**src/rtl/hdlc_tx_framer.sv**
```systemverilog
module hdlc_tx_framer #(
  parameter int PRE_BITS = 16,
  parameter logic [PRE_BITS-1:0] PREAMBLE = 16'hA55A,
  parameter int ABORT_BITS = 8
) (
  input  logic       clk,
  input  logic       rst_n,
  input  logic       en,
  input  logic       bit_en,
  input  logic       buf_valid,
  input  logic [7:0] buf_data,
  input  logic       buf_last,
  input  logic       buf_full,
  output logic       buf_pop,
  output logic       tx_bit,
  output logic       svc_req,
  input  logic       st_wr,
  input  logic [7:0] st_wdata,
  output logic [7:0] st_rdata,
  output logic       irq
);
  localparam int MAXU = (PRE_BITS > ABORT_BITS) ? PRE_BITS : ABORT_BITS;
  localparam int SW = (MAXU > 8) ? MAXU : 8;
  localparam int LW = $clog2(SW + 1);
  localparam logic [7:0] FLAG = 8'h7E;

  typedef enum logic [2:0] {S_IDLE, S_PRE, S_SFLAG, S_DATA, S_EFLAG, S_ABORT} st_t;

  st_t           state, n_state;
  logic [SW-1:0] sh, n_sh, w;
  logic [LW-1:0] left, n_len, wl;
  logic [2:0]    ones;
  logic          eof, urun, stuff, ld, pop, urun_set;
  logic          unused_rsvd;

  assign stuff = (state == S_DATA) && (ones == 3'd5);
  assign ld    = (left == '0) && !stuff;

  always_comb begin
    n_state  = state;
    n_sh     = sh;
    n_len    = left;
    pop      = 1'b0;
    urun_set = 1'b0;
    if (ld) begin
      unique case (state)
        S_PRE: begin
          n_state = S_SFLAG; n_sh = SW'(FLAG); n_len = LW'(8);
        end
        S_SFLAG, S_DATA: begin
          if (state == S_DATA && eof) begin
            n_state = S_EFLAG; n_sh = SW'(FLAG); n_len = LW'(8);
          end else if (buf_valid) begin
            n_state = S_DATA; n_sh = SW'(buf_data); n_len = LW'(8); pop = 1'b1;
          end else begin
            n_state = S_ABORT; n_sh = '1; n_len = LW'(ABORT_BITS); urun_set = 1'b1;
          end
        end
        default: begin
          if (buf_valid) begin
            n_state = S_PRE; n_sh = SW'(PREAMBLE); n_len = LW'(PRE_BITS);
          end else begin
            n_state = S_IDLE; n_sh = SW'(FLAG); n_len = LW'(8);
          end
        end
      endcase
    end
  end

  assign w  = ld ? n_sh : sh;
  assign wl = ld ? n_len : left;

  always_ff @(posedge clk) begin
    if (!rst_n || !en) begin
      state  <= S_IDLE;
      sh     <= '0;
      left   <= '0;
      ones   <= '0;
      eof    <= 1'b0;
      tx_bit <= 1'b1;
    end else if (bit_en) begin
      if (stuff) begin
        tx_bit <= 1'b0;
        ones   <= '0;
      end else begin
        tx_bit <= w[0];
        sh     <= w >> 1;
        left   <= wl - 1'b1;
        state  <= n_state;
        if (pop) eof <= buf_last;
        ones   <= (n_state == S_DATA && w[0]) ? ones + 3'd1 : 3'd0;
      end
    end
  end

  always_ff @(posedge clk) begin
    if (!rst_n) urun <= 1'b0;
    else if (en && bit_en && urun_set) urun <= 1'b1;
    else if (st_wr && st_wdata[0]) urun <= 1'b0;
  end

  assign buf_pop     = en && bit_en && pop;
  assign svc_req     = en && !buf_full;
  assign st_rdata    = {7'b0, urun};
  assign irq         = urun;
  assign unused_rsvd = ^st_wdata[7:1];

  a_r4_stuff_zero: assert property (@(posedge clk) disable iff (!rst_n)
    (en && bit_en && state == S_DATA && ones == 3'd5) |=> !tx_bit);
  a_r10_pop_valid: assert property (@(posedge clk) disable iff (!rst_n)
    buf_pop |-> buf_valid);
  a_r2_idle_no_urun: assert property (@(posedge clk) disable iff (!rst_n)
    (en && bit_en && ld && state == S_IDLE) |=> !$rose(urun));
  a_r5_urun_sticky: assert property (@(posedge clk) disable iff (!rst_n)
    (urun && !(st_wr && st_wdata[0])) |=> urun);
  a_r8_svc_full: assert property (@(posedge clk) disable iff (!rst_n)
    buf_full |-> !svc_req);
  a_r9_off_mark: assert property (@(posedge clk) disable iff (!rst_n)
    !en |=> tx_bit);
endmodule

```
**config.mk**
```make
export PLATFORM = sky130hd
export DESIGN_NAME = hdlc_tx_framer
export DESIGN_NICKNAME = d
export VERILOG_FILES = /design/src/rtl/hdlc_tx_framer.sv
export SDC_FILE = /design/constraint.sdc
export NUM_CORES = 1
export LEC_CHECK = 0
export BUFFER_PORTS_ARGS = -buffer_cell sky130_fd_sc_hd__buf_4
export CAP_MARGIN = 10
export CELL_PAD_IN_SITES_DETAIL_PLACEMENT = 0
export CELL_PAD_IN_SITES_GLOBAL_PLACEMENT = 1
export CORE_AREA = 3 3 68 70
export DETAILED_ROUTE_END_ITERATION = 6
export DIE_AREA = 0 0 71 73
export PLACE_DENSITY_LB_ADDON = 0.1
export SYNTH_ARGS = -nofsm -noshare
export SYNTH_HDL_FRONTEND = slang
export SYNTH_SLANG_ARGS = --single-unit
```
**constraint.sdc**
```tcl
create_clock -name clk -period 1.95 [get_ports clk]
set_input_delay 0.0975 -clock clk [delete_from_list [all_inputs] [get_ports clk]]
set_output_delay 0.0975 -clock clk [all_outputs]
set_load 0.03 [all_outputs]
```
======== After elaboration in Yosys (flattened, before gate mapping) ========
Index checks and enable logic that the tools add are counted.
storage, ports and cells
  bits in registers ....................... 29
  bits of input ports ..................... 24
  output and inout bits ................... 12
  logic and storage cells ................. 61
cells by class
  $add $sub $neg .......................... 2
  equal/unequal tests ..................... 5
  multiplexer cells ....................... 26
  bitwise logic cells ..................... 1
  reduce and logical (&&, ||, !) cells .... 20
operators with widths
  kind                                                 count
  2-to-1 mux 16 bit                                    4
  one-hot mux 16 bit (2 select lines)                  1
  2-to-1 mux 3 bit                                     5
  2-to-1 mux 5 bit                                     3
  2-to-1 mux 1 bit                                     12
  equality test 3 x 2 -> 1 bit, second input constant  3
  logical AND 1 bit                                    9
  one-hot mux 3 bit (2 select lines)                   1
  zero test 5 bit                                      1
  subtractor 5 x 1 -> 5 bit, second input constant     1
  zero test 1 bit                                      4
  adder 3 x 1 -> 3 bit, second input constant          1
  equality test 3 x 1 -> 1 bit, second input constant  1
  equality test 3 bit, second input constant           1
  AND reduction 3 bit                                  1
  OR reduction 3 bit                                   1
  AND reduction 2 bit                                  1
  nonzero test 2 bit                                   1
  OR reduction 2 bit                                   1
  logical OR 1 bit                                     1
  inverter 1 bit                                       1

======== Depth between registers and ports, before layout ========
  word-level depth ........................ 9
  depth in mapped cells ................... 8
  gate-level depth less buffers ........... 7

======== Worst setup path after synthesis ========
OpenSTA, ideal clock, no wires.
  path type ............................... register to output
  start ................................... register left[0]
  end ..................................... output buf_pop
  arrival time ............................ 2.304 ns
  data required time ...................... 1.852 ns
  slack ................................... -0.451 ns
  stages on the path, launching flop included .. 7
  path buffers ............................ 2
  cells stage by stage .................... dfxtp_1 > inv_1 > ha_1 > or4b_1 > buf_6 > buf_2 > nor4_1
on the way
  word-level cells in the longest chain between the ends .. 4
ends and longest elaborated chain
  element                 RTL line  RTL
  start, declared         31        logic [LW-1:0] left, n_len, wl;
  start signal, assigned  88        left <= wl - 1'b1;
  zero test 5 bit         37        assign ld = (left == '0) && !stuff;
  logical AND 1 bit       37
  2-to-1 mux 1 bit        45        if (ld) begin
  logical AND 1 bit       102       assign buf_pop = en && bit_en && pop;
  end, declared           14        output logic buf_pop,
No other way between the ends.

======== Worst setup path after layout ========
  start ................................... register left[1]
  end ..................................... register left[3]
on the way
  word-level cells in the longest chain between the ends .. 4
ends and longest elaborated chain
  element                        RTL line  RTL
  zero test 5 bit                37
  logical AND 1 bit              37
  2-to-1 mux 5 bit (*)           71        assign wl = ld ? n_len : left;
  subtractor 5 x 1 -> 5 bit (*)  88
Mark *: on every way between the ends. The rest lies on a longest branch, timed or not.
A chain may end at the register's enable or synchronous reset.

==> flow_metrics.py <==
metrics = {
    "detailed_routing": {
        "drt_iter0_drc": 58,
        "drtAntennaViolNets": 0,
        "vias": 1413,
        "via_per_inst": 5.29,
        "drcViolationCount": 0,
        "drtPass1Iterations": 4,
        "wl_per_cell_microns": 14.1,
        "routed_wl_mm": 3.76,
    },
    "yosys": {
        "synth.distinct_cells": 40,
        "postSynthCellCount": 191,
        "ys.flop_type": "dfxtp_1",
        "syn_area_sq_um": 1530,
        "yosysWarningCount": 0,
        "synth-edff-count": 0,
        "async_flop_share": 0,
        "yosysSeqAreaShare": 0.379,
        "syn_area_per_cell_sq_um": 8.02,
        "synth-seq-cells": 29,
    },
    "clock_network": {
        "ctsRootBufferMaster": "clkbuf_8",
        "cts_tree": "done",
        "cts_buffers": 5,
        "ctsHoldBuffers": 0,
        "cts_sinks": 29,
        "clkLatencyLatePin_ns": 0.28,
        "cts.clk_slew.worst_paths_ns": 0.06,
        "htreeDepth": 2,
        "clock_path_buffers": 2,
    },
    "placement": {
        "io_buffers": 21,
        "place_area_sq_um": 1760,
        "gp_congestion": 0.809,
        "place_inst": 257,
        "dp_hpwl_mm": 2.69,
    },
    "worst_setup_path": {
        "crit_end": "left[3]",
        "cp_max_fo": 11,
        "r2r_cells": 8,
        "critical_path_arrival_ns": 2.02,
        "rrSetupSlack_ns": 0.11,
        "cp-end-kind": "flop",
        "worstPathRequired_ns": 2.13,
        "start_kind": "flop",
        "r2r_end": "left[3]",
        "crit_start": "left[1]",
        "setup.worst_path.class": "flop to flop",
        "r2r-start": "left[1]",
    },
    "timing": {
        "hold_violations": 0,
        "max_freq_mhz": 543,
        "slew_violations": 0,
        "setup_tns_ns": 0,
        "rsz0062_at_grt": "false",
        "fin_crit_sh": 0.944,
        "skew_ns": 0.00234,
        "fin_crit_ns": 1.84,
        "setup_viol": 0,
    },
    "finish": {
        "layout-drive-gt1-share": 0.249,
        "area_delta_synth_final_pct": 24.4,
        "fin_nets": 245,
        "design_area_sq_um": 1910,
        "antenna_cells": 0,
        "fin_cells": 267,
    },
    "min_path": {
        "hold_class": "input pin to flop",
    },
    "grt": {
        "grt_pass1_wl_mm": 6.40,
        "grt_use_total": 0.156,
        "grt_pass1_vias": 1430,
        "gr-total-overflow": 0,
        "antenna_found_initial": 0,
        "grt_max_degree": 13,
    },
    "die": {
        "start_util": 0.380,
        "dieArea_sq_um": 5180,
        "core-area_sq_um": 4030,
        "die_h_microns": 73,
        "die_w_microns": 71,
        "io_pins": 36,
        "rows": 23,
    },
    "pwr": {
        "p_per_area_nw_per_um2": 730,
        "ir_drop_mv": 0.405,
        "leakagePower_uw": 0.000727,
    },
    "run_status": {
        "run_status": "completed",
    },
    "run": {
        "max_cap_violations": 0,
    },
}
## cell type report
type / instances / area, sq um
clock buffers: 7 / 86.3
fillers: 412 / 2120
inverters: 9 / 33.8
multi-input cells: 137 / 863
repair buffers: 35 / 279
well taps: 50 / 62.6
flip-flops and latches: 29 / 582
## cells in the mapped netlist, types with 2 or more instances
cell / n / share of area
nand3_1: 8 / 0.026
o21ai_0: 14 / 0.046
inv_1: 9 / 0.022
nor2_1: 13 / 0.032
o211ai_1: 4 / 0.020
a211oi_1: 3 / 0.015
or3_1: 4 / 0.016
nor3b_1: 2 / 0.0098
a311oi_1: 2 / 0.011
a21oi_1: 13 / 0.042
o221ai_1: 5 / 0.029
nor3_1: 4 / 0.013
buf_4: 8 / 0.039
a31oi_1: 5 / 0.020
mux2i_1: 2 / 0.013
nand2_1: 24 / 0.059
buf_2: 6 / 0.020
nand4_1: 2 / 0.0082
ha_1: 4 / 0.033
dfxtp_1: 29 / 0.38
a22oi_1: 2 / 0.0098
clkbuf_1: 7 / 0.017
nor2b_1: 4 / 0.016
## worst max-delay path, cell delays in order (launching register included)
cell	delay, ns
dfxtp_2	0.33
inv_2	0.07
ha_4	0.13
or4b_4	0.46
buf_12	0.15
buf_4	0.17
o21ai_1	0.14
a21oi_1	0.09
a311oi_1	0.21
## registers in the layout (all words and copies together), names as in the netlist
register,cells
eof,1
tx_bit,1
left,5
state,3
sh,15
irq,1
ones,3
## metrics by stage
step / util / total power [uW] / hold WS, ns / worst slack (ns)
floorplan: - / 817 / 0.226 / 0.0692
global placement: 0.436 / 889 / 0.325 / 0.120
detailed placement: 0.436 / 892 / 0.341 / 0.0758
CTS: 0.468 / 1410 / 0.0403 / 0.00287
global route: 0.473 / 1470 / 0.0613 / 0.00305
finish: 0.473 / 1390 / 0.0509 / 0.110
## power breakdown
group          internal [uW]  total (uW)  switching, uW  leakage (uW)
Sequential               613         630           16.4      0.000236
Clock                    279         489            210     0.0000443
Combinational            121         274            152      0.000446
Total                   1010        1390            379      0.000727
## how the worst min path moves through the flow
stage | start | depth (start not counted) | endpoint
finish | rst_n | 2 | irq
global route | rst_n | 2 | irq
CTS | rst_n | 2 | irq
detailed placement | buf_last | 3 | eof
global placement | rst_n | 2 | irq
floorplan | rst_n | 1 | irq
## cell usage in the layout (no fill, tap or decap), types with 5 or more instances in the layout
| master | netlist | final |
|---|---|---|
| conb_1 | 1 | 7 |
| o21ai_0 | 14 | 11 |
| clkbuf_8 | 0 | 6 |
| buf_4 | 8 | 33 |
| a31oi_1 | 5 | 5 |
| o221ai_1 | 5 | 5 |
| a21oi_1 | 13 | 13 |
| nand2_1 | 24 | 24 |
| nor2_1 | 13 | 13 |
| inv_1 | 9 | 7 |
| dfxtp_1 | 29 | 28 |
| nand3_1 | 8 | 8 |
## what timing repair did
| item | 4_1_cts | 5_1_grt |
|---|---|---|
| pin swaps | 1 | 4 |
| setup buffers | 3 | 0 |
| resized for setup | 5 | 8 |
| endpoints found under the setup margin | 1 | 9 |
## per-layer routing
layer	routed length, microns	share of wire	track usage
met1	1660	0.44	0.193
met2	1860	0.49	0.249
met3	180	0.048	0.0441
met4	58	0.015	0.0752
met5	0	0	0
## kinds of logic after synthesis
group,count (synthesis),synth area share
simple gates,68,0.232
compound gates,55,0.230
buf+inv,31,0.105
flops,29,0.379
fa+ha+maj,4,0.0327
mux,2,0.0131
other cells,1,0.00245
xor+xnor,1,0.00572
Note: power is estimated with default switching activity, not from simulation.
